**config.mk**
```make
export PLATFORM = sky130hd
export DESIGN_NAME = pwm_pair
export DESIGN_NICKNAME = d
export VERILOG_FILES = /design/src/rtl/pwm_pair_pkg.sv /design/src/rtl/pwm_regs.sv /design/src/rtl/pwm_chan.sv /design/src/rtl/pwm_pair.sv
export SDC_FILE = /design/constraint.sdc
export NUM_CORES = 1
export LEC_CHECK = 0
export CORE_MARGIN = 4
export CORE_UTILIZATION = 35
export CTS_CLUSTER_SIZE = 16
export DETAILED_ROUTE_END_ITERATION = 10
export HOLD_SLACK_MARGIN = 0.1
export SLEW_MARGIN = 20
export SYNTH_ARGS = -nofsm -noshare
export SYNTH_HDL_FRONTEND = slang
export SYNTH_SLANG_ARGS = --single-unit
```
**constraint.sdc**
```tcl
create_clock -name clk -period 7.8 [get_ports clk]
set_clock_uncertainty 0.05 [all_clocks]
set_input_delay 1.56 -clock clk [delete_from_list [all_inputs] [get_ports clk]]
set_output_delay 1.56 -clock clk [all_outputs]
set_load 0.02 [all_outputs]
```
**src/rtl/pwm_pair_pkg.sv**
```systemverilog
package pwm_pair_pkg;

    localparam int NUM_CH = 2;

    typedef enum logic [1:0] {
        CH_IDLE,
        CH_MARKSPACE,
        CH_SPREAD
    } ch_state_e;

    // control bit positions inside one channel's byte
    localparam int CTL_EN        = 0;
    localparam int CTL_SILENCE   = 3;
    localparam int CTL_INVERT    = 4;
    localparam int CTL_MARKSPACE = 7;
    localparam int CTL_STRIDE    = 8;

    // bit 6 is a clear strobe, bit 14 is unused: neither is kept
    localparam logic [15:0] CTL_KEEP_MASK = 16'hBFBF;

    localparam logic [7:0] OFS_CTL = 8'h00;

    function automatic logic [7:0] ch_reg_ofs(input int ch, input bit is_dat);
        return 8'(16 + ch * 16 + (is_dat ? 4 : 0));
    endfunction

endpackage

```
**src/rtl/pwm_regs.sv**
```systemverilog
module pwm_regs
    import pwm_pair_pkg::*;
#(
    parameter int          DW      = 32,
    parameter int          AW      = 8,
    parameter logic [31:0] RNG_RST = 32'd10000,
    parameter logic [31:0] DAT_RST = 32'd2500
) (
    input  logic                        clk,
    input  logic                        rst_n,
    input  logic                        bus_wr,
    input  logic [AW-1:0]               bus_addr,
    input  logic [DW-1:0]               bus_wdata,
    output logic [DW-1:0]               bus_rdata,
    output logic [NUM_CH-1:0]           en_o,
    output logic [NUM_CH-1:0]           ms_o,
    output logic [NUM_CH-1:0]           sil_o,
    output logic [NUM_CH-1:0]           inv_o,
    output logic [NUM_CH-1:0][DW-1:0]   rng_o,
    output logic [NUM_CH-1:0][DW-1:0]   dat_o
);

    localparam int CTL_W = NUM_CH * CTL_STRIDE;

    logic [CTL_W-1:0]             ctl_q;
    logic [NUM_CH-1:0][DW-1:0]    rng_q;
    logic [NUM_CH-1:0][DW-1:0]    dat_q;

    always_ff @(posedge clk or negedge rst_n) begin
        if (!rst_n) begin
            ctl_q <= '0;
            for (int c = 0; c < NUM_CH; c++) begin
                rng_q[c] <= DW'(RNG_RST);
                dat_q[c] <= DW'(DAT_RST);
            end
        end else if (bus_wr) begin
            if (bus_addr == AW'(OFS_CTL))
                ctl_q <= bus_wdata[CTL_W-1:0] & CTL_KEEP_MASK;
            for (int c = 0; c < NUM_CH; c++) begin
                if (bus_addr == AW'(ch_reg_ofs(c, 1'b0))) rng_q[c] <= bus_wdata;
                if (bus_addr == AW'(ch_reg_ofs(c, 1'b1))) dat_q[c] <= bus_wdata;
            end
        end
    end

    always_comb begin
        bus_rdata = '0;
        if (bus_addr == AW'(OFS_CTL))
            bus_rdata = DW'(ctl_q);
        for (int c = 0; c < NUM_CH; c++) begin
            if (bus_addr == AW'(ch_reg_ofs(c, 1'b0))) bus_rdata = rng_q[c];
            if (bus_addr == AW'(ch_reg_ofs(c, 1'b1))) bus_rdata = dat_q[c];
        end
    end

    for (genvar c = 0; c < NUM_CH; c++) begin : g_fields
        assign en_o[c]  = ctl_q[c*CTL_STRIDE + CTL_EN];
        assign ms_o[c]  = ctl_q[c*CTL_STRIDE + CTL_MARKSPACE];
        assign sil_o[c] = ctl_q[c*CTL_STRIDE + CTL_SILENCE];
        assign inv_o[c] = ctl_q[c*CTL_STRIDE + CTL_INVERT];
    end

    assign rng_o = rng_q;
    assign dat_o = dat_q;

endmodule

```
**src/rtl/pwm_chan.sv**
```systemverilog
module pwm_chan
    import pwm_pair_pkg::*;
#(
    parameter int DW = 32
) (
    input  logic          clk,
    input  logic          rst_n,
    input  logic          tick,
    input  logic          en,
    input  logic          markspace,
    input  logic          silence,
    input  logic          invert,
    input  logic [DW-1:0] rng,
    input  logic [DW-1:0] dat,
    output logic          out
);

    ch_state_e state_q, state_d;

    logic [DW-1:0] cnt_q;
    logic [DW-1:0] acc_q;
    logic          bit_q;

    logic [DW-1:0] dat_eff;
    logic [DW:0]   acc_sum;
    logic [DW:0]   acc_left;
    logic [DW:0]   cnt_inc;
    logic          sum_wrap;
    logic          cnt_wrap;
    logic          ms_level;
    logic          sp_level;
    logic          restart;

    // next state: ENABLE, DISABLE and SWITCH transitions
    always_comb begin
        state_d = state_q;
        unique case (state_q)
            CH_IDLE:      if (en) state_d = markspace ? CH_MARKSPACE : CH_SPREAD;
            CH_MARKSPACE: if (!en) state_d = CH_IDLE;
                          else if (!markspace) state_d = CH_SPREAD;
            CH_SPREAD:    if (!en) state_d = CH_IDLE;
                          else if (markspace) state_d = CH_MARKSPACE;
            default:      state_d = CH_IDLE;
        endcase
    end

    always_ff @(posedge clk or negedge rst_n) begin
        if (!rst_n) state_q <= CH_IDLE;
        else        state_q <= state_d;
    end

    always_comb begin
        dat_eff  = (dat > rng) ? rng : dat;
        acc_sum  = {1'b0, acc_q} + {1'b0, dat_eff};
        acc_left = acc_sum - {1'b0, rng};
        sum_wrap = acc_sum >= {1'b0, rng};
        cnt_inc  = {1'b0, cnt_q} + (DW+1)'(1);
        cnt_wrap = cnt_inc >= {1'b0, rng};
        ms_level = (dat != '0) && ((cnt_q < dat) || (dat >= rng));
        sp_level = (dat != '0) && sum_wrap;
        restart  = (state_q == CH_IDLE) || (state_d != state_q);
    end

    always_ff @(posedge clk or negedge rst_n) begin
        if (!rst_n) begin
            cnt_q <= '0;
            acc_q <= '0;
            bit_q <= 1'b0;
        end else if (restart) begin
            cnt_q <= '0;
            acc_q <= '0;
            bit_q <= 1'b0;
        end else if (tick) begin
            unique case (state_q)
                CH_MARKSPACE: begin
                    bit_q <= ms_level;
                    cnt_q <= cnt_wrap ? '0 : cnt_inc[DW-1:0];
                end
                CH_SPREAD: begin
                    bit_q <= sp_level;
                    acc_q <= sum_wrap ? acc_left[DW-1:0] : acc_sum[DW-1:0];
                end
                default: bit_q <= 1'b0;
            endcase
        end
    end

    // output process: silence selection first, inversion last
    always_comb begin
        if (state_q == CH_IDLE) out = silence ^ invert;
        else                    out = bit_q ^ invert;
    end

endmodule

```
**src/rtl/pwm_pair.sv**
```systemverilog
module pwm_pair
    import pwm_pair_pkg::*;
#(
    parameter int          DW      = 32,
    parameter int          AW      = 8,
    parameter logic [31:0] RNG_RST = 32'd10000,
    parameter logic [31:0] DAT_RST = 32'd2500
) (
    input  logic              clk,
    input  logic              rst_n,
    input  logic              bus_wr,
    input  logic [AW-1:0]     bus_addr,
    input  logic [DW-1:0]     bus_wdata,
    output logic [DW-1:0]     bus_rdata,
    input  logic              pwm_tick,
    output logic [NUM_CH-1:0] pwm_out
);

    logic [NUM_CH-1:0]         en_w;
    logic [NUM_CH-1:0]         ms_w;
    logic [NUM_CH-1:0]         sil_w;
    logic [NUM_CH-1:0]         inv_w;
    logic [NUM_CH-1:0][DW-1:0] rng_w;
    logic [NUM_CH-1:0][DW-1:0] dat_w;

    pwm_regs #(
        .DW(DW), .AW(AW), .RNG_RST(RNG_RST), .DAT_RST(DAT_RST)
    ) u_regs (
        .clk       (clk),
        .rst_n     (rst_n),
        .bus_wr    (bus_wr),
        .bus_addr  (bus_addr),
        .bus_wdata (bus_wdata),
        .bus_rdata (bus_rdata),
        .en_o      (en_w),
        .ms_o      (ms_w),
        .sil_o     (sil_w),
        .inv_o     (inv_w),
        .rng_o     (rng_w),
        .dat_o     (dat_w)
    );

    for (genvar c = 0; c < NUM_CH; c++) begin : g_ch
        pwm_chan #(.DW(DW)) u_chan (
            .clk       (clk),
            .rst_n     (rst_n),
            .tick      (pwm_tick),
            .en        (en_w[c]),
            .markspace (ms_w[c]),
            .silence   (sil_w[c]),
            .invert    (inv_w[c]),
            .rng       (rng_w[c]),
            .dat       (dat_w[c]),
            .out       (pwm_out[c])
        );
    end

endmodule

```
# Word-level counts from Yosys, hierarchy flattened

Index checks and enable logic that the tools add are counted.

Word-level logic and storage cells: 116
Output and inout bits: 34
Latch bits: 0
Memory bits (read-only): 0
Memories: 0
Bits of input ports: 44
Register bits: 276
Memory bits (writable): 0

Muxes and demuxes: 45
Bitwise operators: 4
Magnitude comparators: 10
Divide/modulo/power cells: 0
Shifts and indexed selects: 0
Add/subtract/negate cells: 6
Multipliers: 0
Equality and inequality tests: 10
Reduce and logical (&&, ||, !) cells: 28

Operators by type and width:

| operator                                                               | number |
|---|---|
| 32-bit 2-to-1 mux                                                      | 22 |
| 33-bit by 32-bit greater-or-equal comparator with 1-bit output         | 4 |
| 32-bit by 1-bit adder with 33-bit output (second input constant)       | 2 |
| 32-bit by 32-bit adder with 33-bit output                              | 2 |
| 32-bit greater-or-equal comparator                                     | 2 |
| 32-bit greater-than comparator                                         | 2 |
| 32-bit less-than comparator                                            | 2 |
| 32-bit nonzero test                                                    | 2 |
| 32-bit subtractor                                                      | 2 |
| 2-bit 2-to-1 mux                                                       | 12 |
| 2-bit AND reduction                                                    | 9 |
| 8-bit by 5-bit equality test with 1-bit output (second input constant) | 2 |
| 8-bit by 6-bit equality test with 1-bit output (second input constant) | 2 |
| 16-bit 2-to-1 mux                                                      | 1 |
| 2-bit case mux with 3 select lines                                     | 2 |
| 2-bit nonzero test                                                     | 6 |
| 8-bit zero test                                                        | 1 |
| 1-bit 2-to-1 mux                                                       | 6 |
| 2-bit by 1-bit equality test with 1-bit output (second input constant) | 2 |
| 2-bit equality test (second input constant)                            | 2 |
| 1-bit logical AND                                                      | 4 |
| 2-bit zero test                                                        | 2 |
| 1-bit logical OR                                                       | 4 |
| 2-bit != test                                                          | 2 |
| 2 further kinds                                                        | 6 |

# Logic depth before layout (Yosys ltp)

Depth after elaboration: 8
Depth in mapped cells: 36
Depth with buffers taken out: 34

# Hierarchy

Synthesis repeated with hierarchy kept, for this count alone.

Cell total of the unflattened synthesis: 2983
Area, all modules: 26680.6 um^2

Modules (own cells, without submodules):

| module                    | instances | area an instance (um^2) | seq. area each (um^2) | cells an instance |
|---|---|---|---|---|
| pwm_chan (g_ch[1].u_chan) | 1         | 10261.1                 | 1676.6                | 1273 |
| pwm_chan (g_ch[0].u_chan) | 1         | 9669.3                  | 1676.6                | 1193 |
| pwm_regs                  | 1         | 6750.2                  | 3578.4                | 517 |

# Least setup slack after synthesis

OpenSTA, ideal clock, no wires.

Path kind: register to register
From: register u_regs.rng_q, in the netlist u_regs.rng_o[17]
To: register g_ch[0].u_chan.acc_q[25]
Stages on the path, launching flop included: 35
Arrival time: 7.044 ns
Slack: 0.580 ns
Period minus slack after synthesis: 7.220 ns
Data required time: 7.624 ns
Path buffers: 1
Setup time: 0.126 ns
Path through: dfrtp_1 inv_1 ha_1 a21o_1 a21o_1 a21oi_1 o21ai_0 a21o_1 a21oi_1 nor3_1 or4_1 nand2_1 buf_2 mux2i_1 ha_1 a211oi_1 o211ai_1 a32oi_1 nand2_1 a41oi_1 o211ai_1 or2_2 a21oi_1 xnor2_1 ha_1 a21o_1 a31o_2 a311oi_1 a31oi_1 or3_1 o221ai_1 o211a_2 nand2b_1 nor2_1 a221o_1

Longest elaborated chain between the ends: 8
Elaborated cells on any way between the ends: 9
Those cells by class: add/sub: 2; order compare: 2; mux: 5

Ends and longest elaborated chain:

| element                                                                                                    | RTL line                       | text |
|---|---|---|
| start, declared                                                                                            | pwm_regs.sv:26                 | `logic [NUM_CH-1:0][DW-1:0] rng_q;` |
| start signal, assigned by index                                                                            | pwm_regs.sv:33                 | `rng_q[c] <= DW'(RNG_RST);` |
| start signal, assigned by index                                                                            | pwm_regs.sv:40                 | `if (bus_addr == AW'(ch_reg_ofs(c, 1'b0))) rng_q[c] <= bus_wdata;` |
| 32-bit greater-than comparator                                                                             | pwm_chan.sv:53                 | `dat_eff = (dat > rng) ? rng : dat;` |
| 32-bit 2-to-1 mux                                                                                          | pwm_chan.sv:53                 |  |
| 32-bit by 32-bit adder with 33-bit output                                                                  | pwm_chan.sv:54                 | `acc_sum = {1'b0, acc_q} + {1'b0, dat_eff};` |
| 32-bit subtractor / 33-bit by 32-bit greater-or-equal comparator with 1-bit output (equally long branches) | pwm_chan.sv:55, pwm_chan.sv:56 |  |
| 32-bit 2-to-1 mux *                                                                                        | pwm_chan.sv:81                 | `acc_q <= sum_wrap ? acc_left[DW-1:0] : acc_sum[DW-1:0];` |
| 32-bit 2-to-1 mux *                                                                                        | pwm_chan.sv:74                 | `unique case (state_q)` |
| 32-bit 2-to-1 mux *                                                                                        | pwm_chan.sv:73                 | `end else if (tick) begin` |
| 32-bit 2-to-1 mux *                                                                                        | pwm_chan.sv:69                 | `end else if (restart) begin` |
| end signal, assigned                                                                                       | pwm_chan.sv:81                 |  |
| end, declared                                                                                              | pwm_chan.sv:21                 | `logic [DW-1:0] acc_q;` |

Mark *: on every way between the ends. The rest lies on a longest branch, timed or not. The select of a mux whose other input is x is not followed.
A chain may end at the register's enable or synchronous reset.

# Worst setup path after layout

From: register u_regs.rng_q, in the netlist u_regs.rng_o[17]
To: register g_ch[0].u_chan.acc_q[30]

Same word-level chain as after synthesis.

==> flow_summary_export.csv <==
group,metric,value,unit
synth,synth_top_cell_area_share,25.7,%
hold_path,hold_depth,2,
finish,syn_to_final_growth,17.9,%
setup_path,cp_data_arrival_time,7900,ps
floorplan,ioPinCount,78,
timing,hold_viol_final,0,
synth,ys_seq_area_share,27.8,%
setup_path,path_depth,33,
setup_path,end_kind,"flip-flop",
floorplan,die_h,275,um
timing,fin_crit,7510,ps
synth,yosysTopAreaCell,"dfrtp_1",
pwr,p_per_area,227,mW/mm^2
timing,fin_crit_sh,96.2,%
setup_path,cp_common_cell,"a21oi_1",
clocking,clk_pin_slew,60,ps
timing,max_freq,133,MHz
routing,drc,0,
global_routing,track_usage,20.6,%
placed_design,io_buffers,77,
routing,drt-initial-drc-count,1864,
setup_path,cp_data_required_time,8190,ps
floorplan,row_count,97,
hold_path,hp-class,"flip-flop to flip-flop",
finish,fin_nets,3404,
pwr,ir_worst_vdd,0.000209,V
clocking,clk_latency,570,ps
placed_design,gp_congestion,0.940,
routing,vias,22100,
routing,vias_per_cell,5.54,
clocking,clk_path_buf_depth,3,
clocking,tritoncts,"yes",
floorplan,coreArea,0.0704,mm^2
routing,detail-route-antenna-nets,0,
setup_path,crit_family,"compound AO/OA/AOI/OAI gates",
setup_path,crit_slowest_cell,"or4_4",
global_routing,gr-total-overflow,0,
clocking,cts_sinks,276,
synth,netlist_area,0.0249,mm^2
placed_design,dp_slack,-67.5,ps
floorplan,initial_core_util,35.4,%
clocking,clockRootBuffer,"clkbuf_16",
setup_path,crit_buf_inv,2,
timing,setup_viol,0,
synth,synthArstFlopShare,100,%
clocking,hold_buffers,0,
finish,instances_no_fill,3996,
timing,max-slew-margin-rel,32.2,%
floorplan,die_w,275,um
synth,synthCells,2826,
floorplan,die_area,0.0756,mm^2
placed_design,dp_hpwl,62600,um
setup_path,worstSetupPathType,"flip-flop to flip-flop",
routing,wirelength,79400,um
global_routing,grt_max_degree,162,
routing,routedWlPerCell,19.9,um
routing,firstDrtPassIters,7,
synth,ys_ff_latch,276,
synth,syn_avg_cell_area,8.83,um^2
synth,syn-num-nets,3204,
synth,netlist_top_cells_area,"dfrtp_1 (26%), ha_1 (17%), mux2_2 (6.5%)",
setup_path,setup.worst_path.start_class,"flip-flop",
synth,synth_cell_types,76,
synth,ys_warn_count,0,
clocking,cts_max_level,2,
synth,synth_ff_type,"dfrtp_1",
timing,worst_slack,293,ps
global_routing,antenna_found_initial,1,
placed_design,dp.cells,3903,
finish,final_layout_size_suffix_gt1_share,15.4,%
global_routing,grt_pass1_wl,124000,um
timing,max_slew.worst_pin.slew,992,ps
global_routing,grt_pass1_vias,21800,
outcome,status,"completed",
setup_path,cpPeakStageDelay,600,ps
synth,synth_edf_count,0,
pwr,cellLeakagePower,14.4,nW
finish,final_common_cell,"ha_1",
timing,slew_viol_final,0,
clocking,cts_made_buffers,37,
run,cap_violations,0,
setup_path,cp_max_fo,5,
finish,layout_common_cells,"ha_1 (323), dfrtp_1 (256), nand2_1 (235)",
setup_path,worst_r2r_path_depth,33,
-- worst reg2reg max path: cells and delay by family (launching register included) --
family                     cells  cell delay (ps)
adders and majority gates      4             1240
muxes                          1              350
buffers and inverters          2              240
AOI/OAI and AO/OA             18             3410
DFF                            1              360
xor gates and xnor gates       2              340
and+or+nand+nor                6             1420
-- what timing repair did --
| item | CTS | global route |
|---|---|---|
| setup buffers | 2 | 22 |
| resized for setup | 2 | 55 |
| endpoints found under the setup margin | 24 | 66 |
| pin swaps | 1 | 23 |
-- stage by stage --
| step | TNS [ps] | cell area, um^2 | total power [mW] | hold WS [ps] | util (%) |
|---|---|---|---|---|---|
| 4_1_cts | 0 | 29000 | 6.57 | 445 | 41.2 |
| 3_5_place_dp | -823 | 27700 | 4.75 | 432 | 39.4 |
| 6_report | 0 | 29400 | 6.68 | 438 | 41.8 |
| 5_1_grt | -1040 | 29400 | 7.10 | 466 | 41.8 |
| 3_3_place_gp | 0 | 27700 | 4.75 | 423 | 39.4 |
| 2_1_floorplan | 0 | 24900 | 3.80 | 406 | - |
-- cell usage after synthesis (14+ instances only) --
library cell,count
buf_1,18
mux2_2,145
nor4_1,27
nand2_1,237
a22oi_1,26
nor2_1,155
o21bai_1,18
a21o_1,97
nand4_1,55
o21ai_0,186
mux2i_1,93
o31ai_1,14
ha_1,330
dfstp_2,20
a21oi_1,206
nor3_1,41
xnor2_1,108
nand2b_1,39
and3_1,38
or3_1,17
xor2_1,58
o21a_1,19
nor2b_1,33
a211oi_1,31
inv_1,183
a31oi_1,28
nand3_1,70
a222oi_1,18
o211ai_1,23
dfrtp_1,256
a22o_1,24
clkbuf_1,54
-- metal layers --
layer,GRT usage [%],vias up,part of all wire [%]
met5,0,-,0
met4,6.63,0,3.4
met1,28.7,10600,47
met2,33.3,572,45
li1,-,10800,-
met3,2.61,118,5.0
-- worst paths after layout --
kind                                               start  slack, ps                        to
worst min register to register  g_ch[1].u_chan.acc_q[10]        440  g_ch[1].u_chan.acc_q[10]
worst max register to register          u_regs.rng_o[17]        290  g_ch[0].u_chan.acc_q[30]
worst max-delay path                    u_regs.rng_o[17]        290  g_ch[0].u_chan.acc_q[30]
worst min-delay path            g_ch[1].u_chan.acc_q[10]        440  g_ch[1].u_chan.acc_q[10]
min in group asynchronous                          rst_n        930   g_ch[1].u_chan.acc_q[3]
max in group asynchronous                          rst_n       5430          u_regs.rng_o[17]
-- sequential cells by signal, indices dropped and copies added, names as in the netlist --
| register | cells |
|---|---|
| u_regs.dat_o | 64 |
| u_regs.ctl_q | 14 |
| g_ch.u_chan.state_q | 4 |
| g_ch.u_chan.bit_q | 2 |
| g_ch.u_chan.cnt_q | 64 |
| u_regs.rng_o | 64 |
| g_ch.u_chan.acc_q | 64 |
-- power by group --
part | internal, mW | total, mW | leakage [nW] | switching, mW
registers | 1.49 | 1.54 | 3.76 | 0.0557
clock network | 1.06 | 1.78 | 0.609 | 0.714
logic | 1.49 | 3.35 | 10.0 | 1.87
-- final cells by class --
class	instances	area, um^2
Fill cell	7100	41000
Multi-Input combinational cell	2273	17200
Sequential cell	276	6930
Timing Repair Buffer	253	2190
Tap cell	940	1180
Clock buffer	56	1080
Inverter	185	694
Clock inverter	12	168
Antenna cell	1	2.50
-- logic make-up after synthesis --
family,Yosys count,synth area share (%)
compound gates,783,20.3
simple gates,752,14.5
fa+ha+maj,334,16.9
buf+inv,277,4.38
flops,276,27.8
mux,238,10.3
xor+xnor,166,5.83
No activity file was read; power rests on OpenSTA's default activity.
